**src/rtl/ivg_pkg.sv**
```systemverilog
// Package: shared constants and types for the acknowledge vector generator.
// Assumes 8 request levels and an 8-bit data bus.
package ivg_pkg;
    localparam int LVL_W   = 3;
    localparam int NUM_LVL = 1 << LVL_W;
    localparam int DATA_W  = 8;
    localparam int ADDR_W  = 16;
    localparam int BASE_W  = ADDR_W - 5;        // programmed bits 15..5
    localparam int HI_LSB  = DATA_W - 5;        // base index of address bit 8
    localparam logic [DATA_W-1:0] CALL_OPCODE = 8'hCD;

    // Position inside the acknowledge sequence
    typedef enum logic [1:0] {
        PH_OPC = 2'd0,   // first pulse
        PH_LO  = 2'd1,   // second pulse
        PH_HI  = 2'd2    // third pulse (8-bit mode only)
    } phase_t;
endpackage

```
**src/rtl/ivg_ack_seq.sv**
```systemverilog
// Acknowledge sequencer: finds the edges of the acknowledge strobe, tracks
// which pulse of the sequence is current and latches the winning level when
// the first pulse rises. Assumes ack is synchronous to clk.
module ivg_ack_seq
    import ivg_pkg::*;
(
    input  logic             clk,
    input  logic             rst_n,
    input  logic             ack,
    input  logic             cpu16,
    input  logic [LVL_W-1:0] req_level,
    output phase_t           phase,
    output logic             busy,
    output logic [LVL_W-1:0] lvl_q
);
    logic   ack_q;
    logic   ack_rise;
    logic   ack_fall;
    phase_t last_ph;

    // Edge detection on the sampled strobe
    always_comb begin
        ack_rise = ack & ~ack_q;
        ack_fall = ~ack & ack_q;
    end

    // Final pulse index depends on the processor mode
    always_comb last_ph = cpu16 ? PH_LO : PH_HI;

    // Phase, busy flag and level latch
    always_ff @(posedge clk) begin
        if (!rst_n) begin
            ack_q <= 1'b0;
            phase <= PH_OPC;
            busy  <= 1'b0;
            lvl_q <= '0;
        end else begin
            ack_q <= ack;
            if (ack_rise && phase == PH_OPC && !busy) begin
                busy  <= 1'b1;
                lvl_q <= req_level;
            end
            if (ack_fall) begin
                if (phase == last_ph) begin
                    phase <= PH_OPC;
                    busy  <= 1'b0;
                end else begin
                    phase <= phase_t'(phase + 2'd1);
                end
            end
        end
    end

    // latched level holds while a sequence is running
    a_r9_level_held: assert property (@(posedge clk) disable iff (!rst_n)
        (busy && $past(busy)) |-> $stable(lvl_q));

    // a later pulse is only reached inside a started sequence
    a_r1_phase_needs_busy: assert property (@(posedge clk) disable iff (!rst_n)
        (phase != PH_OPC) |-> busy);

    // the phase never reaches an unused code
    a_r1_phase_legal: assert property (@(posedge clk) disable iff (!rst_n)
        phase != 2'd3);
endmodule

```
**src/rtl/ivg_byte_fmt.sv**
```systemverilog
// Byte formatter: builds the byte for the current pulse from the mode, the
// spacing, the programmed address and the latched level. Purely combinational.
// Assumes phase PH_HI only occurs in 8-bit mode.
module ivg_byte_fmt
    import ivg_pkg::*;
(
    input  phase_t            phase,
    input  logic              cpu16,
    input  logic              spacing4,
    input  logic [BASE_W-1:0] base,
    input  logic [LVL_W-1:0]  lvl,
    output logic [DATA_W-1:0] byte_val
);
    logic [DATA_W-1:0] lo_sp4;
    logic [DATA_W-1:0] lo_sp8;
    logic [DATA_W-1:0] hi_addr;
    logic [DATA_W-1:0] vec16;

    // Candidate bytes for each mode and spacing
    always_comb begin
        lo_sp4  = {base[2:0], lvl, 2'b00};
        lo_sp8  = {base[2:1], lvl, 3'b000};
        hi_addr = base[BASE_W-1:HI_LSB];
        vec16   = {base[BASE_W-1:BASE_W-5], lvl};
    end

    // Select the byte belonging to the current pulse
    always_comb begin
        unique case (phase)
            PH_OPC:  byte_val = cpu16 ? '0 : CALL_OPCODE;
            PH_LO:   byte_val = cpu16 ? vec16 : (spacing4 ? lo_sp4 : lo_sp8);
            PH_HI:   byte_val = hi_addr;
            default: byte_val = '0;
        endcase
    end
endmodule

```
**src/rtl/ivg_role.sv**
```systemverilog
// Cascade role logic: decides whether this device owns the byte of the
// current pulse and drives the cascade lines when acting as master.
// Assumes configuration is stable during a sequence.
module ivg_role
    import ivg_pkg::*;
(
    input  logic               clk,
    input  logic               rst_n,
    input  logic               ack,
    input  logic               cpu16,
    input  logic               cascaded,
    input  logic               master,
    input  logic [NUM_LVL-1:0] casc_cfg,
    input  logic [LVL_W-1:0]   casc_in,
    input  phase_t             phase,
    input  logic               busy,
    input  logic [LVL_W-1:0]   lvl,
    output logic               drive_data,
    output logic               casc_oe,
    output logic [LVL_W-1:0]   casc_out
);
    logic [NUM_LVL-1:0] lvl_hot;
    logic               has_slave;
    logic               is_slave;
    logic               id_match;
    logic               own_byte;

    // One-hot decode of the latched level, one bit per input
    for (genvar g = 0; g < NUM_LVL; g++) begin : g_lvl_dec
        assign lvl_hot[g] = (lvl == LVL_W'(g));
    end

    // Role flags
    always_comb begin
        has_slave = |(lvl_hot & casc_cfg);
        is_slave  = cascaded & ~master;
        id_match  = (casc_in == casc_cfg[LVL_W-1:0]);
    end

    // Ownership of the current byte
    always_comb begin
        if (phase == PH_OPC)
            own_byte = ~cpu16 & ~is_slave;
        else if (!cascaded)
            own_byte = 1'b1;
        else if (master)
            own_byte = ~has_slave;
        else
            own_byte = id_match;
    end

    // Output enables
    always_comb begin
        drive_data = ack & own_byte;
        casc_oe    = cascaded & master & busy & has_slave;
        casc_out   = casc_oe ? lvl : '0;
    end

    // a slave never drives the cascade lines
    a_r8_slave_no_casc: assert property (@(posedge clk) disable iff (!rst_n)
        (cascaded && !master) |-> !casc_oe);

    // a slave only drives data with matching cascade lines
    a_r8_slave_match: assert property (@(posedge clk) disable iff (!rst_n)
        (drive_data && cascaded && !master) |-> (casc_in == casc_cfg[LVL_W-1:0]));

    // the announced identity points at an input with a slave
    a_r6_casc_points_slave: assert property (@(posedge clk) disable iff (!rst_n)
        casc_oe |-> casc_cfg[casc_out]);

    // no data on the first pulse in 16-bit mode
    a_r4_quiet_first: assert property (@(posedge clk) disable iff (!rst_n)
        (cpu16 && phase == PH_OPC) |-> !drive_data);
endmodule

```
**src/rtl/ivg_top.sv**
```systemverilog
// Interrupt acknowledge vector generator, top level. Ties the sequencer,
// the byte formatter and the cascade role logic together and gates the
// data bus. Assumes configuration changes only between sequences.
module ivg_top
    import ivg_pkg::*;
(
    input  logic               clk,
    input  logic               rst_n,
    input  logic               cfg_cpu16,
    input  logic               cfg_spacing4,
    input  logic               cfg_cascaded,
    input  logic               cfg_master,
    input  logic [BASE_W-1:0]  cfg_base,
    input  logic [NUM_LVL-1:0] cfg_casc,
    input  logic [LVL_W-1:0]   req_level,
    input  logic               ack,
    input  logic [LVL_W-1:0]   casc_in,
    output logic [DATA_W-1:0]  data_out,
    output logic               data_oe,
    output logic [LVL_W-1:0]   casc_out,
    output logic               casc_oe
);
    phase_t            phase;
    logic              busy;
    logic [LVL_W-1:0]  lvl_q;
    logic [DATA_W-1:0] byte_val;
    logic              drive_data;

    ivg_ack_seq u_seq (
        .clk       (clk),
        .rst_n     (rst_n),
        .ack       (ack),
        .cpu16     (cfg_cpu16),
        .req_level (req_level),
        .phase     (phase),
        .busy      (busy),
        .lvl_q     (lvl_q)
    );

    ivg_byte_fmt u_fmt (
        .phase    (phase),
        .cpu16    (cfg_cpu16),
        .spacing4 (cfg_spacing4),
        .base     (cfg_base),
        .lvl      (lvl_q),
        .byte_val (byte_val)
    );

    ivg_role u_role (
        .clk        (clk),
        .rst_n      (rst_n),
        .ack        (ack),
        .cpu16      (cfg_cpu16),
        .cascaded   (cfg_cascaded),
        .master     (cfg_master),
        .casc_cfg   (cfg_casc),
        .casc_in    (casc_in),
        .phase      (phase),
        .busy       (busy),
        .lvl        (lvl_q),
        .drive_data (drive_data),
        .casc_oe    (casc_oe),
        .casc_out   (casc_out)
    );

    // Gate the data bus with the drive decision
    always_comb begin
        data_oe  = drive_data;
        data_out = drive_data ? byte_val : '0;
    end

    // data is only driven during an acknowledge pulse
    a_r5_oe_needs_ack: assert property (@(posedge clk) disable iff (!rst_n)
        data_oe |-> ack);

    // the bus is quiet when not driven
    a_r5_idle_zero: assert property (@(posedge clk) disable iff (!rst_n)
        !data_oe |-> (data_out == '0));
endmodule

```
**config.mk**
```make
export PLATFORM = sky130hd
export DESIGN_NAME = ivg_top
export DESIGN_NICKNAME = d
export VERILOG_FILES = /design/src/rtl/ivg_pkg.sv /design/src/rtl/ivg_ack_seq.sv /design/src/rtl/ivg_byte_fmt.sv /design/src/rtl/ivg_role.sv /design/src/rtl/ivg_top.sv
export SDC_FILE = /design/constraint.sdc
export NUM_CORES = 1
export LEC_CHECK = 0
export ABC_AREA = 1
export CAP_MARGIN = 20
export CORE_UTILIZATION = 38
export DETAILED_ROUTE_END_ITERATION = 16
export PLACE_DENSITY_LB_ADDON = 0.05
export SLEW_MARGIN = 20
export SYNTH_ARGS = -nofsm -noshare
export SYNTH_HDL_FRONTEND = slang
export SYNTH_SLANG_ARGS = --single-unit
```
**constraint.sdc**
```tcl
create_clock -name clk -period 1.55 [get_ports clk]
set_input_delay 0.2325 -clock clk [delete_from_list [all_inputs] [get_ports clk]]
set_output_delay 0.2325 -clock clk [all_outputs]
set_load 0.005 [all_outputs]
```
# Word level (Yosys, flattened, before mapping)
# Index checks and enable logic that the tools add are counted.
[word_totals] output_inout_bits=13 elab_cells=51 ff_bits=7
[op_classes] reduce_logical=6 eq_ne=11 n_addsub=1 bitwise_logic=15 muxes=14
[ops] op="2-to-1 mux 8 bit" n=3
[ops] op="one-hot mux 8 bit (3 select lines)" n=1
[ops] op="equality test 3 bit, second input constant" n=4
[ops] op="AND 1 bit" n=8
[ops] op="AND 8 bit" n=1
[ops] op="OR reduction 8 bit" n=1
[ops] op="equality test 3 x 2 -> 1 bit, second input constant" n=2
[ops] op="2-to-1 mux 1 bit" n=6
[ops] op="2-to-1 mux 6 bit" n=1
[ops] op="NOT 1 bit" n=6
[ops] op="2-to-1 mux 2 bit" n=2
[ops] op="equality test 3 x 1 -> 1 bit, second input constant" n=1
[ops] op="equality test 3 bit" n=1
[ops] op="logical NOT 3 bit" n=1
[ops] op="2-to-1 mux 3 bit" n=1
[ops] op="adder 2 x 1 -> 2 bit, second input constant" n=1
[ops] op="equality test 2 x 1 -> 1 bit, second input constant" n=1
[ops] op="equality test 2 bit" n=1
[ops] op="equality test 2 bit, second input constant" n=1
[ops] op="logical AND 1 bit" n=2
[ops] op="logical NOT 2 bit" n=1
[ops] op="logical NOT 1 bit" n=1

# Logic depth before layout (Yosys ltp)
# Gate-level depths: netlist (run 1).
[depth] depth_word=9 depth_mapped=11 depth_no_buf=10

# By module
# From an unflattened synthesis (run 1), not the netlist that was laid out.
[unflattened] cells_unflattened=167 area_unflattened_um2=873.3
[modules_own_cells] mod="ivg_ack_seq" n_inst=1 cells_per_inst=50 area_each_um2=337.8
[modules_own_cells] mod="ivg_byte_fmt" n_inst=1 cells_per_inst=57 area_each_um2=252.7
[modules_own_cells] mod="ivg_role" n_inst=1 cells_per_inst=43 area_each_um2=217.7
[modules_own_cells] mod="ivg_top" n_inst=1 cells_per_inst=17 area_each_um2=65.1

# Least setup slack after synthesis (run 1)
# OpenSTA, ideal clock, no wires.
[synth_path] kind="register to output" startpoint="reg u_seq.phase[0]" endpoint="out data_out[1]" slack_ps=149 arrival_time_ps=1168 required_time_ps=1317 stages_incl_launch_ff=9 cell_sequence="dfxtp_1 inv_1 ha_1 inv_1 nor2_1 o21ai_0 nand2_2 nand2_4 nor2_1"
[synth_via] elab_chain_len=4 elab_cells_between_ends=7
[synth_rtl] element="from (decl)" line_no="ivg_ack_seq.sv:12" source="output phase_t phase,"
[synth_rtl] element="from (signal assigned)" line_no="ivg_ack_seq.sv:48" source="phase <= phase_t'(phase + 2'd1);"
[synth_rtl] element="logical NOT 2 bit" line_no="ivg_byte_fmt.sv:29, ivg_role.sv:42"
[synth_rtl] element="2-to-1 mux 1 bit" line_no="ivg_role.sv:42" source="if (phase == PH_OPC)"
[synth_rtl] element="AND 1 bit" line_no="ivg_role.sv:54" source="drive_data = ack & own_byte;"
[synth_rtl] element="2-to-1 mux 8 bit (*)" line_no="ivg_top.sv:69" source="data_out = drive_data ? byte_val : '0;"
[synth_rtl] element="to (decl)" line_no="ivg_top.sv:18" source="output logic [DATA_W-1:0] data_out,"
# Mark *: on every way between the ends. The rest lies on a longest branch, timed or not.

# Worst setup path after layout (run 1)
[layout_path] startpoint="in casc_in[0]" endpoint="out data_out[0]"
[layout_via] elab_chain_len=6
[layout_rtl] element="from (decl)" line_no="ivg_top.sv:17" source="input logic [LVL_W-1:0] casc_in,"
[layout_rtl] element="equality test 3 bit" line_no="ivg_role.sv:37" source="id_match = (casc_in == casc_cfg[LVL_W-1:0]);"
[layout_rtl] element="2-to-1 mux 1 bit" line_no="ivg_role.sv:46" source="else if (master)"
[layout_rtl] element="2-to-1 mux 1 bit" line_no="ivg_role.sv:44" source="else if (!cascaded)"
[layout_rtl] element="2-to-1 mux 1 bit" line_no="ivg_role.sv:42"
[layout_rtl] element="AND 1 bit" line_no="ivg_role.sv:54"
[layout_rtl] element="2-to-1 mux 8 bit" line_no="ivg_top.sv:69"
# Every way passes these cells.

==> results of run 1 <==
registers in the layout (all words and copies together) (netlist names):
| signal | flops |
|---|---|
| u_seq.lvl_q | 3 |
| u_seq.phase | 2 |
| u_seq.ack_q | 1 |
| u_seq.busy | 1 |
path summary, 6_finish.rpt:
path	start	end	slack, ps	cells past startpoint
worst max-delay path	casc_in[0]	data_out[0]	-300	11
worst min-delay path	u_seq.phase[0]	u_seq.phase[0]	540	2
worst max register to register	u_seq.phase[0]	u_seq.lvl_q[0]	110	8
worst min register to register	u_seq.phase[0]	u_seq.phase[0]	540	2
layer usage:
metal	part of all wire, %	wire, um	vias up
li1	-	-	598
met1	43	1172	534
met2	51	1403	37
met3	4.5	122	4
met4	1.1	31	0
met5	0	0	-
cell usage after synthesis:
master / n
nand3_1: 6
inv_1: 30
o221ai_1: 1
a2111oi_0: 1
ha_1: 4
nand3_2: 1
nor2_1: 20
nor2_2: 3
inv_2: 2
nand2_2: 1
nand2_1: 33
a21oi_1: 10
nand4_1: 1
dfxtp_1: 7
buf_6: 2
o211ai_1: 2
nand2_4: 1
nor3_1: 3
o21ai_0: 17
tightest hold or removal path: stages, from the launching register on:
cell	delay (ps)
dfxtp_4	370
a21oi_1	60
nor2_1	80
layout make-up:
class / instances / area share (%)
multi-input combinational: 104 / 39.62
timing repair buffer: 69 / 38.47
sequential: 7 / 9.926
inverter: 32 / 8.039
tap: 27 / 2.215
clock buffer: 4 / 1.723
metrics by stage:
step | total power, mW | hold WS, ps
5_1_grt | 0.8169 | 586.0
2_1_floorplan | 0.3507 | 326.0
3_5_place_dp | 0.5352 | 542.0
3_3_place_gp | 0.5284 | 535.7
4_1_cts | 0.7401 | 546.7
6_report | 0.7602 | 544.8
power groups by stage:
stage	Clock, mW	Sequential, mW	Combinational [mW]
after floorplan	0	0.204	0.146
after global placement	0	0.211	0.318
after detailed placement	0	0.212	0.324
after CTS	0.173	0.211	0.357
after global routing	0.187	0.214	0.416
final	0.165	0.212	0.383
kinds of logic (layout without fill, tap and decap cells):
family                     after synthesis  after routing  synth area share (%)
adders and majority gates                4              4                 6.280
AOI/OAI and AO/OA                       31             31                 21.04
DFF                                      7              7                 17.58
buffers and inverters                   34            105                 17.90
and+or+nand+nor                         69             69                 37.21
repair_timing:
action                     4_1_cts  5_1_grt
hold buffers                     0        0
setup buffers                    6        1
gates resized for setup         79       16
pin swaps                       17        9
setup endpoints to repair       15       16
hold endpoints to repair         0        0
==> results.py, run 1 <==
metrics = {
    "layout": {
        "fraction_of_layout_cells_with_a_size_suffix_above_1_pct": 32.87,
        "final_cell_area_mm2": 0.001525,
        "mostFrequentLayoutCell": "nand2_1",
        "highest_count_cells_in_the_layout_ignoring_fill_and_taps": "nand2_1, clkdlybuf4s50_1, inv_1",
        "num-fill-cells": 158,
        "sequential_cell_area_um2": 151.4,
        "share_of_the_core_filled_with_cells_pct": 77.74,
        "area_growth_syn_to_layout_pct": 91.37,
        "n_antenna_cell": 0,
        "multi_input_comb_area_um2": 604.3,
        "cell_count_final_fillers_out": 243,
        "num-nets-final": 253,
    },
    "clock_network": {
        "number_of_buffers_created_by_cts": 3,
        "numClockSinks": 7,
        "post_cts_clock_slew_at_the_launch_and_capture_registers_of_the_worst_setup_and_hold_paths_ps": 50,
        "h-tree-depth": 1,
        "ctsLongestPathBuffers": 2,
        "clock_tree_from_tritoncts": "yes",
        "later_pin_clock_latency_in_the_skew_report_ps": 250,
        "root_buffer_master": "clkbuf_4",
    },
    "sta": {
        "setup_tns_ps": -3139,
        "min_period_over_period_pct": 119.5,
        "max_slew_margin_pct": 75.90,
        "period_minus_slack_ps": 1852,
        "timing.fmax_ghz": 0.5401,
        "unrepaired_setup_endpoints_after_global_routing": "yes",
        "setup-violations-final": 13,
        "timing.final.hold_violations": 0,
        "clock_skew_ps": 1.838,
        "final.setup.worst_slack_ps": -301.6,
        "worst_margin_slew_ps": 352.4,
        "final-max-slew-violation-count": 0,
    },
    "global_routing": {
        "grt_max_degree": 9,
        "grt.met2_usage_pct": 42.70,
        "number_of_global_route_vias_before_repair": 951,
        "grt.met3_usage_pct": 3.774,
        "gr-usage-all-layers_pct": 24.94,
        "global_route.peak_usage_layer": "met2",
        "met1_usage_pct": 29.73,
        "overflow": 0,
        "grt_first_pass_wirelength_um": 3864,
        "antenna_violations_before_repair": 0,
    },
    "detailed_routing": {
        "post_drt_via_cell_ratio": 4.827,
        "wl_per_cell_um": 11.23,
        "final_ant_viol_nets": 0,
        "routed-via-count": 1173,
        "drc": 0,
        "totalWireLength_um": 2730,
        "drt_iter0_markers": 20,
        "dr.pass1.iters": 4,
    },
    "floorplan": {
        "fp.dieW_um": 47.80,
        "die_y_um": 47.80,
        "rows": 16,
        "floorplan.initialDensity_pct": 40.62,
        "core-area_mm2": 0.001962,
        "dieArea_mm2": 0.002284,
        "i_o_pin_count": 45,
    },
    "power": {
        "switching_fraction_pct": 33.77,
        "pwr-share-seq_pct": 27.9,
        "max-vdd-ir-drop_v": 0.0005094,
        "power.share.combinational_pct": 50.4,
        "p_per_area_mw_per_mm2": 498.4,
        "power.internal_mw": 0.5035,
        "net_switching_component_of_the_power_mw": 0.2567,
        "clock_power_share_pct": 21.7,
        "leakage_nw": 0.7763,
    },
    "placement": {
        "routabilityCongestion": 0.8189,
        "port_buffers": 44,
        "dpl-instance-area_mm2": 0.001384,
        "dp_slack_ps": -594.2,
        "dp_cells": 232,
        "hpwl_um": 2051,
    },
    "synthesis": {
        "area_fraction_of_the_dominant_cell_type_after_synthesis_pct": 17.58,
        "synth.largest_area_cell": "dfxtp_1",
        "synth-seq-cells": 7,
        "synth-warning-count": 0,
        "synth_area_leaders": "dfxtp_1, nand2_1, inv_1",
        "seq_area_frac_synth_pct": 17.58,
        "syn-num-nets": 181,
        "ys_types": 19,
        "synth.avg_cell_area_um2": 5.497,
        "synth.cell_area_um2": 797.0,
        "post_synth_inst_count": 145,
    },
    "setup_path": {
        "worst_path_dominant_cell_family": "buffers and inverters",
        "critPathArrivalTime_ps": 1620,
        "critical_path.cell_chain": "clkdlybuf4s50_1 > nand2_1 > nand2_1 > nand3_1 > a21oi_1 > nand2_1 > nand2_2 > nand2_4 > buf_6 > nor2_4 > buf_2",
        "crit_fanout": 5,
        "crit_path_start_kind": "input pin",
        "critical_path.endpoint_type": "output pin",
        "cp.required_ps": 1320,
        "crit_type": "input pin to output pin",
        "slowest_stage": "clkdlybuf4s50_1",
        "max_incr_delay_on_cp_ps": 480,
        "most_common_cell_on_crit_path": "nand2_1",
        "critical_path_buf_inv_count": 3,
    },
    "job": {
        "maxCapViolations": 0,
    },
    "worst_hold_path": {
        "timing.hold.worst.class": "flop to flop",
    },
    "outcome": {
        "run_status": "complete, but fails checks",
        "violations": "negative setup slack",
    },
}
(Power assumes the default switching activity.)
==> run 2, diff against run 1 <==
--- a/config.mk
+++ b/config.mk
@@ -7,9 +7,11 @@
 export LEC_CHECK = 0
 export ABC_AREA = 1
 export CAP_MARGIN = 20
+export CORE_MARGIN = 2
 export CORE_UTILIZATION = 38
 export DETAILED_ROUTE_END_ITERATION = 16
 export PLACE_DENSITY_LB_ADDON = 0.05
+export SETUP_SLACK_MARGIN = 0.1
 export SLEW_MARGIN = 20
 export SYNTH_ARGS = -nofsm -noshare
 export SYNTH_HDL_FRONTEND = slang
==> run 2 against run 1 <==
Effect of this change:
- the run still ends with negative setup slack left
- clock power rose by 8%
- worst hold slack worse by 15 ps
- first-iteration DRC count is 20% lower
- total power grew 9.5%
- worst setup slack got worse by 140 ps
- combinational power is 15% higher
- largest power group unchanged
==> results.py, run 2 (same netlist as run 1, synthesis figures left out) <==
metrics = {
    "clock_network": {
        "later_pin_clock_latency_in_the_skew_report_ps": 270,
        "numClockSinks": 7,
        "number_of_buffers_created_by_cts": 3,
        "clock_tree_from_tritoncts": "yes",
        "ctsLongestPathBuffers": 2,
        "root_buffer_master": "clkbuf_4",
        "h-tree-depth": 1,
        "post_cts_clock_slew_at_the_launch_and_capture_registers_of_the_worst_setup_and_hold_paths_ps": 50,
    },
    "layout": {
        "area_growth_syn_to_layout_pct": 105.5,
        "n_antenna_cell": 0,
        "mostFrequentLayoutCell": "clkdlybuf4s50_1",
        "final_cell_area_mm2": 0.001638,
        "highest_count_cells_in_the_layout_ignoring_fill_and_taps": "clkdlybuf4s50_1, nand2_1, inv_1",
        "largest_register_ffs": 3,
        "cell_count_final_fillers_out": 246,
        "largest-register": "u_seq.lvl_q",
        "num-nets-final": 256,
        "fraction_of_layout_cells_with_a_size_suffix_above_1_pct": 42.47,
        "num-fill-cells": 130,
        "share_of_the_core_filled_with_cells_pct": 83.48,
        "layout_top_registers": "u_seq.lvl_q (3), u_seq.phase (2)",
    },
    "outcome": {
        "run_status": "complete, but fails checks",
        "violations": "negative setup slack",
    },
    "detailed_routing": {
        "final_ant_viol_nets": 0,
        "wl_per_cell_um": 13.50,
        "drc": 0,
        "post_drt_via_cell_ratio": 5.028,
        "drt_iter0_markers": 16,
        "totalWireLength_um": 3321,
        "routed-via-count": 1237,
        "dr.pass1.iters": 4,
    },
    "placement": {
        "routabilityCongestion": 0.7899,
        "dp_cells": 232,
        "port_buffers": 44,
        "dp_slack_ps": -610.3,
        "dpl-instance-area_mm2": 0.001384,
        "hpwl_um": 2084,
    },
    "sta": {
        "clock_skew_ps": 13.64,
        "final-max-slew-violation-count": 0,
        "unrepaired_setup_endpoints_after_global_routing": "yes",
        "min_period_over_period_pct": 128.5,
        "setup-violations-final": 13,
        "timing.fmax_ghz": 0.5020,
        "final.setup.worst_slack_ps": -441.9,
        "setup_tns_ps": -4860,
        "max_slew_margin_pct": 78.49,
        "worst_margin_slew_ps": 319.2,
        "period_minus_slack_ps": 1992,
        "timing.final.hold_violations": 0,
        "hold_ws_ps": 530.1,
    },
    "power": {
        "leakage_nw": 0.8163,
        "max-vdd-ir-drop_v": 0.0005801,
        "total_power_mw": 0.8327,
        "p_per_area_mw_per_mm2": 508.4,
    },
    "floorplan": {
        "i_o_pin_count": 45,
        "rows": 16,
        "dieArea_mm2": 0.002480,
        "core-area_mm2": 0.001962,
        "die_y_um": 49.80,
        "floorplan.initialDensity_pct": 40.62,
        "fp.dieW_um": 49.80,
    },
    "setup_path": {
        "crit_path_start_kind": "flop",
        "cp.required_ps": 1320,
        "critical_path.endpoint_type": "output pin",
        "critPathArrivalTime_ps": 1760,
        "crit_fanout": 3,
        "crit_type": "flop to output pin",
    },
    "global_routing": {
        "number_of_global_route_vias_before_repair": 1122,
        "antenna_violations_before_repair": 0,
        "gr-usage-all-layers_pct": 23.07,
        "overflow": 0,
        "grt_first_pass_wirelength_um": 4505,
        "grt_max_degree": 9,
    },
    "job": {
        "maxCapViolations": 0,
    },
    "worst_hold_path": {
        "timing.hold.worst.class": "flop to flop",
    },
}
## run 2: changes by cell type in the layout (fill, tap and decap cells not counted), sizes merged
cell and delta:
clkdlybuf4s50 +1, clkdlybuf4s15 -1, dlygate4sd2 -3, buf +3, clkinv +1, dlymetal6s2s +2
## run 2: worst max-delay path, stage by stage (launching register included)
cell and delay, ps:
dfxtp_2 330, buf_4 140, ha_1 250, buf_4 170
nand2_1 90, o21ai_0 130, o21ai_0 210, nor2_2 60
buf_2 130
## run 2: final cells by class
class	count	area, um2	area share, %
tap	27	33.78	2.063
clock buffer	3	22.52	1.375
inverter	32	125.1	7.639
clock inverter	1	5.005	0.3056
sequential	7	150.1	9.167
multi-input combinational	104	670.6	40.95
timing repair buffer	72	630.6	38.50
## run 2: layer usage
metal | up-vias | GRT usage, % | part of all wire (%)
met3 | 13 | 3.636 | 4.7
met4 | 0 | 8.333 | 3.6
met2 | 41 | 44.44 | 53
met1 | 579 | 24.81 | 38
li1 | 604 | - | -
met5 | - | 0 | 0
## run 2: final timing paths
path	slack [ps]	to	start	cells past startpoint
worst min register to register	530	u_seq.phase[1]	u_seq.phase[1]	2
worst max register to register	210	u_seq.lvl_q[2]	u_seq.phase[1]	8
worst max-delay path	-440	data_out[0]	u_seq.phase[1]	8
worst min-delay path	530	u_seq.phase[1]	u_seq.phase[1]	2
## run 2: timing repair
item / CTS / global route
gates resized for setup: 82 / 39
hold buffers: 0 / 0
pin swaps: 8 / 15
cloned: 0 / 0
setup endpoints to repair: 16 / 17
setup buffers: 9 / 2
## run 2: report_power, final
part	total (mW)	internal [mW]	switching [mW]
sequential	0.213	0.195	0.0179
clock	0.179	0.0951	0.0838
combinational	0.441	0.235	0.206
total	0.833	0.525	0.308
==> run 3, diff against run 2 <==
--- a/config.mk
+++ b/config.mk
@@ -7,7 +7,6 @@
 export LEC_CHECK = 0
 export ABC_AREA = 1
 export CAP_MARGIN = 20
-export CORE_MARGIN = 2
 export CORE_UTILIZATION = 38
 export DETAILED_ROUTE_END_ITERATION = 16
 export PLACE_DENSITY_LB_ADDON = 0.05
==> run 3 against run 2 <==
Effect of this change:
- the flow still finishes with violations (negative setup slack)
- via count down 6.4%
- register-to-register slack about the same
- maximum frequency is 8.1% higher
- cell area shrank 5.5%
- clock skew decreased by 11 ps
- non-clock buffer count decreased by 2
- clock power is 7% lower
- critical path depth up 4
- worst hold slack gained 15 ps
- utilization shrank 4.6 points
- combinational power shrank 12%
- total power is 7.7% lower
- critical path type unchanged
- largest power group unchanged
- highest routed layer unchanged
==> results.py, run 3 (same netlist as run 1, synthesis figures left out) <==
metrics = {
    "layout": {
        "num-nets-final": 254,
        "largest_register_ffs": 3,
        "final_cell_area_mm2": 0.001548,
        "num-fill-cells": 155,
        "sequential_cell_area_um2": 151.4,
        "area_growth_syn_to_layout_pct": 94.19,
        "mostFrequentLayoutCell": "nand2_1",
        "layout_top_registers": "u_seq.lvl_q (3), u_seq.phase (2)",
        "n_antenna_cell": 0,
        "share_of_the_core_filled_with_cells_pct": 78.89,
        "highest_count_cells_in_the_layout_ignoring_fill_and_taps": "nand2_1, clkdlybuf4s50_1, inv_1",
        "largest-register": "u_seq.lvl_q",
        "multi_input_comb_area_um2": 616.8,
        "fraction_of_layout_cells_with_a_size_suffix_above_1_pct": 34.10,
        "cell_count_final_fillers_out": 244,
    },
    "job": {
        "maxCapViolations": 0,
    },
    "clock_network": {
        "numClockSinks": 7,
        "root_buffer_master": "clkbuf_4",
        "cts_hold_repair.buffers": 0,
        "later_pin_clock_latency_in_the_skew_report_ps": 250,
        "number_of_buffers_created_by_cts": 3,
        "h-tree-depth": 1,
        "clock_tree_from_tritoncts": "yes",
        "post_cts_clock_slew_at_the_launch_and_capture_registers_of_the_worst_setup_and_hold_paths_ps": 50,
        "ctsLongestPathBuffers": 2,
    },
    "global_routing": {
        "gr-usage-all-layers_pct": 24.87,
        "antenna_violations_before_repair": 0,
        "grt_max_degree": 9,
        "number_of_global_route_vias_before_repair": 950,
        "grt_first_pass_wirelength_um": 3850,
        "overflow": 0,
    },
    "floorplan": {
        "i_o_pin_count": 45,
        "die_y_um": 47.80,
        "floorplan.initialDensity_pct": 40.62,
        "dieArea_mm2": 0.002284,
        "core-area_mm2": 0.001962,
        "rows": 16,
        "fp.dieW_um": 47.80,
    },
    "power": {
        "switching_fraction_pct": 33.84,
        "pwr-share-seq_pct": 27.7,
        "clock_power_share_pct": 21.6,
        "p_per_area_mw_per_mm2": 496.4,
        "net_switching_component_of_the_power_mw": 0.2600,
        "power.share.combinational_pct": 50.7,
        "power.internal_mw": 0.5083,
        "max-vdd-ir-drop_v": 0.0005231,
        "leakage_nw": 0.7906,
        "total_power_mw": 0.7683,
    },
    "sta": {
        "timing.final.hold_violations": 0,
        "final.setup.worst_slack_ps": -292.4,
        "hold_ws_ps": 545.6,
        "unrepaired_setup_endpoints_after_global_routing": "yes",
        "min_period_over_period_pct": 118.9,
        "clock_skew_ps": 2.181,
        "max_slew_margin_pct": 75.28,
        "timing.fmax_ghz": 0.5428,
        "final-max-slew-violation-count": 0,
        "period_minus_slack_ps": 1842,
        "worst_margin_slew_ps": 361.5,
        "setup_tns_ps": -3031,
        "setup-violations-final": 13,
    },
    "detailed_routing": {
        "drc": 0,
        "dr.pass1.iters": 4,
        "wl_per_cell_um": 11.11,
        "drt_iter0_markers": 26,
        "dr_wl_met3_um": 117,
        "detailed_route_wire_length_on_metal_1_um": 1145,
        "routed-wl-met2_um": 1418,
        "post_drt_via_cell_ratio": 4.746,
        "totalWireLength_um": 2711,
        "routed-via-count": 1158,
        "final_ant_viol_nets": 0,
        "route.top_layer_used": "met4",
    },
    "setup_path": {
        "cp.required_ps": 1320,
        "most_common_cell_on_crit_path": "nand2_1",
        "crit_fanout": 5,
        "end_of_the_worst_register_to_register_path": "u_seq.lvl_q[0]",
        "crit_cells": 12,
        "reg2reg_depth": 8,
        "worst_path_dominant_cell_family": "simple AND/OR/NAND/NOR gates",
        "slowest_stage": "dfxtp_4",
        "critical_path.endpoint_type": "output pin",
        "max_incr_delay_on_cp_ps": 360,
        "critical_path_buf_inv_count": 3,
        "r2r-start": "u_seq.phase[0]",
        "reg2reg_slack_ps": 220,
        "critical_path.cell_chain": "buf_6 > nand3_2 > nand2_1 > nor2_1 > nand2_1 > nand3_1 > nand2_1 > nand2_2 > nand2_4 > buf_6 > nor2_4 > buf_2",
        "crit_type": "flop to output pin",
        "critPathArrivalTime_ps": 1610,
        "startpoint_of_the_worst_setup_timing_path": "u_seq.lvl_q[1]",
        "worst_setup_path_endpoint": "data_out[0]",
        "crit_path_start_kind": "flop",
    },
    "outcome": {
        "run_status": "complete, but fails checks",
        "violations": "negative setup slack",
    },
    "placement": {
        "dp_slack_ps": -594.2,
        "hpwl_um": 2051,
        "dpl-instance-area_mm2": 0.001384,
        "routabilityCongestion": 0.8189,
        "port_buffers": 44,
        "dp_cells": 232,
    },
    "worst_hold_path": {
        "timing.hold.worst.class": "flop to flop",
    },
}
## run 3: cell types whose count changed in the layout (fill, tap and decap cells not counted), moves of 3 or more
cell,delta
nand3_2,-3
dlygate4sd2_1,+3
nand3_1,+3
inv_1,+3
## run 3: worst min path at each step
| stage | to | slack [ps] | cells after the start | from |
|---|---|---|---|---|
| floorplan | u_seq.ack_q | 330 | 2 | ack |
| global placement | u_seq.phase[0] | 540 | 2 | u_seq.phase[0] |
| detailed placement | u_seq.phase[0] | 540 | 2 | u_seq.phase[0] |
| CTS | u_seq.phase[0] | 550 | 2 | u_seq.phase[0] |
| global route | u_seq.phase[0] | 590 | 2 | u_seq.phase[0] |
| finish | u_seq.phase[0] | 550 | 2 | u_seq.phase[0] |
## run 3: cell type report
class                           instances  share of cell area [%]
Clock buffer                            4                   1.698
Tap cell                               27                   2.183
Multi-Input combinational cell        104                   39.85
Sequential cell                         7                   9.782
Timing Repair Buffer                   70                   38.56
Inverter                               32                   7.922
## run 3: per-layer routing
layer / vias to the layer above / track usage [%]
li1: 600 / -
met1: 525 / 29.50
met2: 29 / 42.70
met3: 4 / 3.774
met4: 0 / 13.33
met5: - / 0
## run 3: timing repair
item	4_1_cts	5_1_grt
endpoints found under the hold margin	0	0
resized for setup	81	18
pin swaps	18	10
endpoints found under the setup margin	16	16
setup buffers	7	1
## run 3: power groups by stage
| stage | registers, mW | logic [mW] | clock network [mW] |
|---|---|---|---|
| final | 0.213 | 0.390 | 0.166 |
| after global routing | 0.214 | 0.425 | 0.187 |
| after CTS | 0.211 | 0.362 | 0.173 |
| after detailed placement | 0.212 | 0.324 | 0 |
| after global placement | 0.211 | 0.318 | 0 |
| after floorplan | 0.204 | 0.146 | 0 |
## run 3: tightest hold or removal path, delay by kind of cell, from the launching register on
kind / cells / cell delay, ps
AO/OA/AOI/OAI: 1 / 60
flip-flops: 1 / 370
AND/OR/NAND/NOR: 1 / 80
